### src/rtl/pwrdn_pkg.sv
package pwrdn_pkg;
  typedef enum logic [1:0] {
    ST_RUN  = 2'd0,
    ST_HOLD = 2'd1,  // clocks held low, oscillator still on
    ST_OFF  = 2'd2,  // oscillator and VCO off
    ST_WAKE = 2'd3   // oscillator on, settling
  } pwr_state_e;
endpackage

### src/rtl/pwrdn_sync.sv
module pwrdn_sync #(
  parameter int unsigned WIDTH   = 1,
  parameter int unsigned STAGES  = 2,
  parameter logic [WIDTH-1:0] RST_VAL = '1
) (
  input  logic             clk_i,
  input  logic             rst_ni,
  input  logic [WIDTH-1:0] d_i,
  output logic [WIDTH-1:0] q_o
);
  logic [STAGES-1:0][WIDTH-1:0] stg_q;

  always_ff @(posedge clk_i or negedge rst_ni) begin
    if (!rst_ni) begin
      stg_q <= {STAGES{RST_VAL}};
    end else begin
      stg_q[0] <= d_i;
      for (int i = 1; i < STAGES; i++) stg_q[i] <= stg_q[i-1];
    end
  end

  assign q_o = stg_q[STAGES-1];
endmodule

### src/rtl/pwrdn_timer.sv
module pwrdn_timer #(
  parameter int unsigned SETTLE_CYCLES = 80
) (
  input  logic clk_i,
  input  logic rst_ni,
  input  logic run_i,
  output logic done_o
);
  localparam int unsigned CW = (SETTLE_CYCLES > 2) ? $clog2(SETTLE_CYCLES) : 1;
  localparam logic [CW-1:0] LAST = CW'(SETTLE_CYCLES - 1);

  logic [CW-1:0] cnt_q;

  always_ff @(posedge clk_i or negedge rst_ni) begin
    if (!rst_ni)       cnt_q <= '0;
    else if (!run_i)   cnt_q <= '0;
    else if (!done_o)  cnt_q <= cnt_q + 1'b1;
  end

  assign done_o = run_i && (cnt_q == LAST);
endmodule

### src/rtl/pwrdn_seq.sv
module pwrdn_seq
  import pwrdn_pkg::*;
#(
  parameter int unsigned SYNC_STAGES   = 2,
  parameter int unsigned SETTLE_CYCLES = 80
) (
  input  logic clk_i,
  input  logic rst_ni,
  input  logic pd_ni,
  input  logic cpu_stop_ni,
  input  logic bus_stop_ni,
  output logic clk_force_low_o,
  output logic vco_en_o,
  output logic osc_en_o,
  output logic cpu_clk_en_o,
  output logic bus_clk_en_o
);
  localparam int unsigned NSYNC = 3;

  logic [NSYNC-1:0] async_in, sync_out;
  logic pd_s, cpu_go_s, bus_go_s;
  logic wake_done;
  pwr_state_e state_q, state_d;

  assign async_in = {bus_stop_ni, cpu_stop_ni, pd_ni};

  pwrdn_sync #(
    .WIDTH  (NSYNC),
    .STAGES (SYNC_STAGES),
    .RST_VAL({NSYNC{1'b1}})
  ) u_sync (
    .clk_i (clk_i),
    .rst_ni(rst_ni),
    .d_i   (async_in),
    .q_o   (sync_out)
  );

  assign pd_s     = sync_out[0];
  assign cpu_go_s = sync_out[1];
  assign bus_go_s = sync_out[2];

  pwrdn_timer #(
    .SETTLE_CYCLES(SETTLE_CYCLES)
  ) u_timer (
    .clk_i (clk_i),
    .rst_ni(rst_ni),
    .run_i (state_q == ST_WAKE),
    .done_o(wake_done)
  );

  always_comb begin
    state_d = state_q;
    unique case (state_q)
      ST_RUN:  if (!pd_s) state_d = ST_HOLD;
      ST_HOLD: state_d = pd_s ? ST_RUN : ST_OFF;
      ST_OFF:  if (pd_s) state_d = ST_WAKE;
      ST_WAKE: begin
        // new request beats timer expiry
        if (!pd_s)          state_d = ST_OFF;
        else if (wake_done) state_d = ST_RUN;
      end
      default: state_d = ST_WAKE;
    endcase
  end

  always_ff @(posedge clk_i or negedge rst_ni) begin
    if (!rst_ni) state_q <= ST_WAKE;
    else         state_q <= state_d;
  end

  assign clk_force_low_o = (state_q != ST_RUN);
  assign osc_en_o        = (state_q != ST_OFF);
  assign vco_en_o        = (state_q != ST_OFF);
  assign cpu_clk_en_o    = (state_q == ST_RUN) && cpu_go_s;
  assign bus_clk_en_o    = (state_q == ST_RUN) && bus_go_s;
endmodule

### config.mk
export PLATFORM = sky130hd
export DESIGN_NAME = pwrdn_seq
export DESIGN_NICKNAME = d
export VERILOG_FILES = /design/src/rtl/pwrdn_pkg.sv /design/src/rtl/pwrdn_sync.sv /design/src/rtl/pwrdn_timer.sv /design/src/rtl/pwrdn_seq.sv
export SDC_FILE = /design/constraint.sdc
export NUM_CORES = 1
export LEC_CHECK = 0
export ABC_AREA = 1
export BUFFER_PORTS_ARGS = -buffer_cell sky130_fd_sc_hd__buf_2
export CAP_MARGIN = 5
export CORE_MARGIN = 4
export CORE_UTILIZATION = 30
export DETAILED_ROUTE_END_ITERATION = 16
export HOLD_SLACK_MARGIN = 0.03
export PLACE_DENSITY = 0.53
export SKIP_CTS_REPAIR_TIMING = 1
export SLEW_MARGIN = 20
export SYNTH_ARGS = -nofsm -noshare
export SYNTH_HDL_FRONTEND = slang
export SYNTH_SLANG_ARGS = --single-unit
export TNS_END_PERCENT = 5
### constraint.sdc
create_clock -name clk_i -period 3.8 [get_ports clk_i]
set_clock_uncertainty 0.1 [all_clocks]
set_input_delay 0.19 -clock clk_i [delete_from_list [all_inputs] [get_ports clk_i]]
set_output_delay 0.19 -clock clk_i [all_outputs]
set_load 0.03 [all_outputs]
; After elaboration in Yosys (flattened, before gate mapping)
; Index checks and enable logic that the tools add are counted.
[word_totals]
regBits = 15
out_inout_bits = 5
word_cells = 28
[op_classes]
n_addsub = 1
n_eq_ne = 9
n_mux = 8
n_reduce_logical = 6
[ops]
columns = op, count
row1 = 7-bit two-way mux, 2
row2 = 2-bit two-way mux, 5
row3 = 2-bit one-hot mux with 4 select lines, 1
row4 = "7-bit by 1-bit adder with 7-bit output, second input constant", 1
row5 = "7-bit equality test, second input constant", 1
row6 = "2-bit != test, second input constant", 3
row7 = "2-bit equality test, second input constant", 2
row8 = 1-bit logical AND, 3
row9 = "3-bit != test, second input constant", 1
row10 = 3-bit AND reduction, 1
row11 = "2-bit by 1-bit equality test with 1-bit output, second input constant", 1
row12 = 2-bit zero test, 1
row13 = "2-bit by 1-bit != test with 1-bit output, second input constant", 1
row14 = 2-bit nonzero test, 1

; Logic depth before layout (Yosys ltp)
; Gate-level depths: netlist of the first run.
[logic_depth]
word_depth = 5
ltp_mapped = 7
mapped_depth_nobuf = 7

; Modules after synthesis
; A second synthesis of the first run with hierarchy kept.
[unflattened]
hier_cells = 83
area_unflattened_um2 = 708.2
[modules_own_cells]
columns = module, n_inst, cells_per_inst, area_per_inst_um2, seq_area_each_um2
row1 = pwrdn_timer, 1, 51, 390.4, 175.2
row2 = pwrdn_sync, 1, 9, 180.2, 157.7
row3 = pwrdn_seq, 1, 23, 137.6, 52.6

; Worst setup path before layout of the first run
; OpenSTA, ideal clock, no wires.
[synth_path]
path_kind = register -> output
startpoint = register state_q[0]
endpoint = output bus_clk_en_o
arrival_time_ns = 1.186
required_ns = 3.510
setup_slack_ns = 2.324
path_stages_with_launch = 4
cell_sequence = dfstp_2 or2_1 buf_2 nor2_1
[synth_via]
elab_chain_cells = 2
[synth_lines]
columns = element, line
row1 = "start, declared", pwrdn_seq.sv:23  ; pwr_state_e state_q, state_d;
row2 = "start signal, assigned", pwrdn_seq.sv:68  ; else state_q <= state_d;
row3 = 2-bit zero test, pwrdn_seq.sv:75  ; assign bus_clk_en_o = (state_q == ST_RUN) && bus_go_s;
row4 = 1-bit logical AND, pwrdn_seq.sv:75
row5 = "end, declared", pwrdn_seq.sv:16  ; output logic bus_clk_en_o
; No other way between the ends.

; Final worst setup path of the first run
[layout_path]
startpoint = register state_q[0]
endpoint = output cpu_clk_en_o
[layout_via]
elab_chain_cells = 2
[layout_lines]
columns = element, line
row1 = 2-bit zero test, pwrdn_seq.sv:74  ; assign cpu_clk_en_o = (state_q == ST_RUN) && cpu_go_s;
row2 = 1-bit logical AND, pwrdn_seq.sv:74
row3 = "end, declared", pwrdn_seq.sv:15  ; output logic cpu_clk_en_o,
; No other way between the ends.

==> reports/metrics.yaml, run 1 <==
status:
  status: "finished, final reports clean"
route:
  drtAntennaViolNets: 0
  wirelength_microns: 1130
  drt_drc_violations_left: 0
  first_iter_violations: 1
  via_per_inst: 4.24
  wl_per_cell_microns: 10.0
  vias: 475
  dr.pass1.iters: 2
placement:
  io_buffer_count: 9
  dp_slack_ns: 2.42
  hpwl_microns: 831
  globalplace.congestion: 0.757
  placed_cells: 104
grt:
  antenna_found_initial: 0
  grtUsageTotal_pct: 9.31
  grt_pass1_wl_microns: 1880
  grt_max_degree: 16
  grt-ovfl-total: 0
  grt_pass1_vias: 434
setup_path:
  cp_max_fo: 5
  worst_path_max_delay_cell: "dfstp_2"
  cp-endpoint: "cpu_clk_en_o"
  cp-startpoint: "state_q[0]"
  cp_slowest_stage_delay_ns: 0.57
  r2r-start: "u_timer.cnt_q[0]"
  arrival_ns: 1.26
  reg2regPathDepth: 6
  start_kind: "register"
  rrSetupSlack_ns: 2.42
  cp.required_ns: 3.51
  end_kind: "output pin"
  path_class: "register to output pin"
  path_cells: "or2_1 -> nor2_1 -> buf_2"
yosys:
  ys_ff_latch: 15
  synth_area_sq_um: 653
  synthCells: 70
  synth_area_per_cell_sq_um: 9.33
  yosysWarningCount: 0
  synth.net_count: 76
  ys_types: 19
  yosysSeqAreaShare_pct: 59.0
power_and_ir_drop:
  total_leakage_power_nw: 0.357
  power_density_mw_per_mm2: 583
  ir_worst_vdd_uv: 276
cts:
  clk_pin_slew_ns: 0.09
  cts.sinks: 15
  clkLatencyLatePin_ns: 0.28
  cts_root_buf: "clkbuf_4"
  cts-htree-levels: 1
  clk_path_buf_depth: 2
  cts_tree: "yes"
  cts_buffers: 3
sta:
  slew_viol_final: 0
  tightest_slew_ns: 0.322
  period_minus_slack_ns: 1.55
  max_slew_margin_pct: 78.5
  fin_setup_tns_ns: 0
  fmax_mhz: 646
  hold_ws_ns: 0.221
  hold_viol_final: 0
  rsz0062_at_grt: "no"
  finalWorstSetupSlack_ns: 2.25
  setup_viol: 0
  post-route-period-util_pct: 40.7
final_layout:
  final_cells: 112
  layout_common_cells: "15 x nand2_1, 9 x inv_1, 9 x nor2_1, 9 x buf_2, 8 x dfstp_2"
  antenna_cells: 0
  num-fill-cells: 213
  area_growth_pct: 20.9
  final_common_cell: "nand2_1"
  layout-drive-gt1-share_pct: 30.6
  nets: 92
floorplanning:
  ioPinCount: 10
  num_rows: 16
  die_area_sq_mm: 0.00299
  coreArea_sq_mm: 0.00202
  floorplan.initialDensity_pct: 32.3
  fp.dieH_microns: 54.7
  die_w_microns: 54.7
hold_path:
  worstHoldPathType: "primary input to asynchronous set/reset pin"
run:
  max-cap-violations: 0
worst min path at each step:
stage                             to  slack, ns  cells after the start
CTS                 u_timer.cnt_q[3]      -0.32                      1
detailed placement  u_timer.cnt_q[5]       0.01                      1
floorplan           u_timer.cnt_q[0]      -0.21                      0
global placement    u_timer.cnt_q[5]       0.01                      1
global route        u_timer.cnt_q[3]       0.23                      2
finish              u_timer.cnt_q[3]       0.22                      2
state kept, by name, summed over array words and instances, names as in the netlist, named ones only:
| signal | flops |
|---|---|
| u_timer.cnt_q | 7 |
| u_sync.q_o | 3 |
| u_sync.stg_q | 3 |
| state_q | 1 |
cell families (layout without fill, tap and decap cells):
| logic type | count (synthesis) | after routing | synth area share, % |
|---|---|---|---|
| compound gates | 8 | 8 | 7.66 |
| buf+inv | 11 | 26 | 7.09 |
| flops | 15 | 15 | 59.0 |
| simple gates | 35 | 35 | 24.3 |
| fa+ha+maj | 1 | 1 | 1.92 |
report_power, final:
group,switching [W],total (W),internal [W]
Sequential,0.0000207,0.000215,0.000194
Combinational,0.000103,0.000153,0.0000502
Clock,0.0000519,0.0000919,0.0000400
Total,0.000176,0.000460,0.000285
per-layer routing:
| metal | vias to the layer above | wire (microns) | GRT usage [%] |
|---|---|---|---|
| met3 | 2 | 43 | 4.90 |
| met1 | 220 | 554 | 10.9 |
| met2 | 5 | 517 | 13.6 |
| met5 | - | 0 | 0 |
| li1 | 248 | - | - |
| met4 | 0 | 10 | 4.98 |
cells in the mapped netlist, drive strengths merged:
library cell  instances  area (sq um)
ha                    1          12.5
nor3                  1          10.0
or2                   1          6.26
o31ai                 1          7.51
buf                   2          12.5
o21ai                 2          10.0
o21bai                1          11.3
dfstp                 8           210
nor2                 11          46.3
a31oi                 1          6.26
nand2                15          56.3
a21oi                 3          15.0
nand3                 7          40.0
dfrtp                 7           175
inv                   9          33.8
stage by stage:
stage / total power, W / cell area, sq um / utilization (%)
CTS: 0.000469 / 749 / 37.1
floorplan: 0.000338 / 653 / -
global route: 0.000504 / 790 / 39.0
finish: 0.000460 / 790 / 39.0
detailed placement: 0.000372 / 719 / 35.6
global placement: 0.000370 / 719 / 35.6
cell type report:
| type | instances | area (sq um) | area share [%] |
|---|---|---|---|
| clock buffer | 3 | 22.5 | 2.85 |
| clock inverter | 1 | 7.51 | 0.951 |
| inverter | 9 | 33.8 | 4.28 |
| multi-input combinational | 44 | 221 | 28.1 |
| sequential | 15 | 385 | 48.8 |
| tap | 27 | 33.8 | 4.28 |
| timing repair buffer | 13 | 85.1 | 10.8 |
worst max-delay path, delay by kind of cell, from the launching register on:
family / cells / cell delay, ns
buf+inv: 1 / 0.17
flops: 1 / 0.57
simple gates: 2 / 0.23
No activity file was read; power rests on OpenSTA's default activity.
==> run 2, diff against run 1 <==
==> constraint.sdc (replaced) <==
create_clock -name clk_i -period 1.5 [get_ports clk_i]
set_clock_uncertainty 0.1 [all_clocks]
set_input_delay 0.075 -clock clk_i [delete_from_list [all_inputs] [get_ports clk_i]]
set_output_delay 0.075 -clock clk_i [all_outputs]
set_load 0.03 [all_outputs]
==> reports/metrics.yaml, run 2 (synthesis gave the netlist of run 1 again) <==
run:
  max-cap-violations: 0  # unchanged
setup_path:
  rrSetupSlack_ns: 0.16  # -2.26 ns
  cp_max_fo: 5  # unchanged
  reg2regPathDepth: 7  # +1
  critPathBufInv: 1  # unchanged
  start_kind: "register"
  path_class: "register to output pin"
  arrival_ns: 1.23  # -0.03 ns
  cp.required_ns: 1.32  # -2.19 ns
  worst_path_max_delay_cell: "dfstp_2"
  r2r-start: "u_timer.cnt_q[1]"
  end_kind: "output pin"
  cp_slowest_stage_delay_ns: 0.40  # -0.17 ns
  critical_path.top_delay_family: "flip-flops"
  r2r-end: "u_timer.cnt_q[0]"
  path_cells: "or2_4 -> nor2_1 -> buf_2"
floorplanning:
  coreArea_sq_mm: 0.00202  # unchanged
  fp.dieH_microns: 54.7  # unchanged
  die_w_microns: 54.7  # unchanged
  ioPinCount: 10  # unchanged
  floorplan.initialDensity_pct: 32.3  # unchanged
  die_area_sq_mm: 0.00299  # unchanged
  num_rows: 16  # unchanged
grt:
  grt_pass1_vias: 434  # unchanged
  antenna_found_initial: 0  # unchanged
  busiest_layer: "met2"
  grt_use_met3_pct: 4.90  # unchanged
  grtUsageTotal_pct: 9.31  # unchanged
  gr-usage-met2_pct: 13.6  # unchanged
  use_met1_pct: 10.9  # unchanged
  grt-ovfl-total: 0  # unchanged
  grt_max_degree: 16  # unchanged
  grt_pass1_wl_microns: 1880  # unchanged
sta:
  hold_viol_final: 0  # unchanged
  fin_setup_tns_ns: 0  # unchanged
  fmax_mhz: 712
  rsz0062_at_grt: "no"
  setup_viol: 0  # unchanged
  finalWorstSetupSlack_ns: 0.0959  # -2.16 ns
  max_slew_margin_pct: 78.5  # about the same
  post-route-period-util_pct: 93.6
  slew_viol_final: 0  # unchanged
  period_minus_slack_ns: 1.40
  tightest_slew_ns: 0.322  # +0.0000317 ns
  hold_ws_ns: 0.107  # -0.115 ns
final_layout:
  final_common_cell: "nand2_1"
  nets: 92  # unchanged
  antenna_cells: 0  # unchanged
  layout_common_cells: "15 x nand2_1, 9 x inv_1, 9 x nor2_1, 9 x buf_2, 8 x dfstp_2"
  largest_reg_flops: 7  # unchanged
  area_growth_pct: 23.2
  finish.utilization_pct: 39.8  # +0.74 points
  largest_register: "u_timer.cnt_q"
  layout-drive-gt1-share_pct: 32.9  # +2.4 points
cts:
  cts.sinks: 15  # unchanged
  cts-htree-levels: 1  # unchanged
  clkLatencyLatePin_ns: 0.28  # about the same
  clk_path_buf_depth: 2  # unchanged
  cts_tree: "yes"
  cts_buffers: 3  # unchanged
  clk_pin_slew_ns: 0.09  # about the same
  cts_root_buf: "clkbuf_4"
route:
  wl_per_cell_microns: 10.4  # +3.1%
  first_iter_violations: 1  # unchanged
  wirelength_microns: 1160  # +3.1%
  via_per_inst: 4.26  # +0.42%
  dr.pass1.iters: 2  # unchanged
  vias: 477  # +0.42%
  drtAntennaViolNets: 0  # unchanged
  drt_drc_violations_left: 0  # unchanged
power_and_ir_drop:
  ir_worst_vdd_uv: 703  # +150%
  power_density_mw_per_mm2: 1500  # +160%
  total_leakage_power_nw: 0.357  # about the same
hold_path:
  worstHoldPathType: "primary input to asynchronous set/reset pin"
placement:
  io_buffer_count: 9  # unchanged
  hpwl_microns: 831  # unchanged
  globalplace.congestion: 0.757  # unchanged
  dp_slack_ns: 0.123  # -2.30 ns
status:
  status: "finished, final reports clean"
[run 2: worst max path at each step]
stage / start / slack [ns] / depth (start not counted) / endpoint
after floorplan: state_q[0] / 0.14 / 3 / bus_clk_en_o
after global placement: u_timer.cnt_q[0] / 0.15 / 6 / register
after detailed placement: u_timer.cnt_q[0] / 0.12 / 6 / register
after CTS: state_q[0] / 0.04 / 3 / cpu_clk_en_o
after global routing: state_q[0] / 0.002 / 3 / cpu_clk_en_o
final: state_q[0] / 0.1 / 3 / cpu_clk_en_o
[run 2: area by class of cell]
class / instances / area, sq um
Timing Repair Buffer: 13 / 85.1
Fill cell: 211 / 1220
Inverter: 9 / 33.8
Multi-Input combinational cell: 44 / 236
Tap cell: 27 / 33.8
Clock inverter: 1 / 7.51
Clock buffer: 3 / 22.5
Sequential cell: 15 / 385
[run 2: report_power, final]
part	switching, W	internal, W
clock network	0.000132	0.000101
logic	0.000263	0.000147
registers	0.0000702	0.000492
[run 2: layer usage]
| layer | up-vias | share of wire (%) |
|---|---|---|
| li1 | 248 | - |
| met1 | 222 | 48 |
| met2 | 5 | 47 |
| met3 | 2 | 3.7 |
| met4 | 0 | 0.86 |
| met5 | - | 0 |
[run 2: through the flow]
step	instance area (sq um)	power (W)	instances
detailed placement	719	0.000942	104
finish	805	0.00120	112
global route	805	0.00131	112
floorplan	653	0.000857	70
global placement	719	0.000937	104
CTS	749	0.00119	108
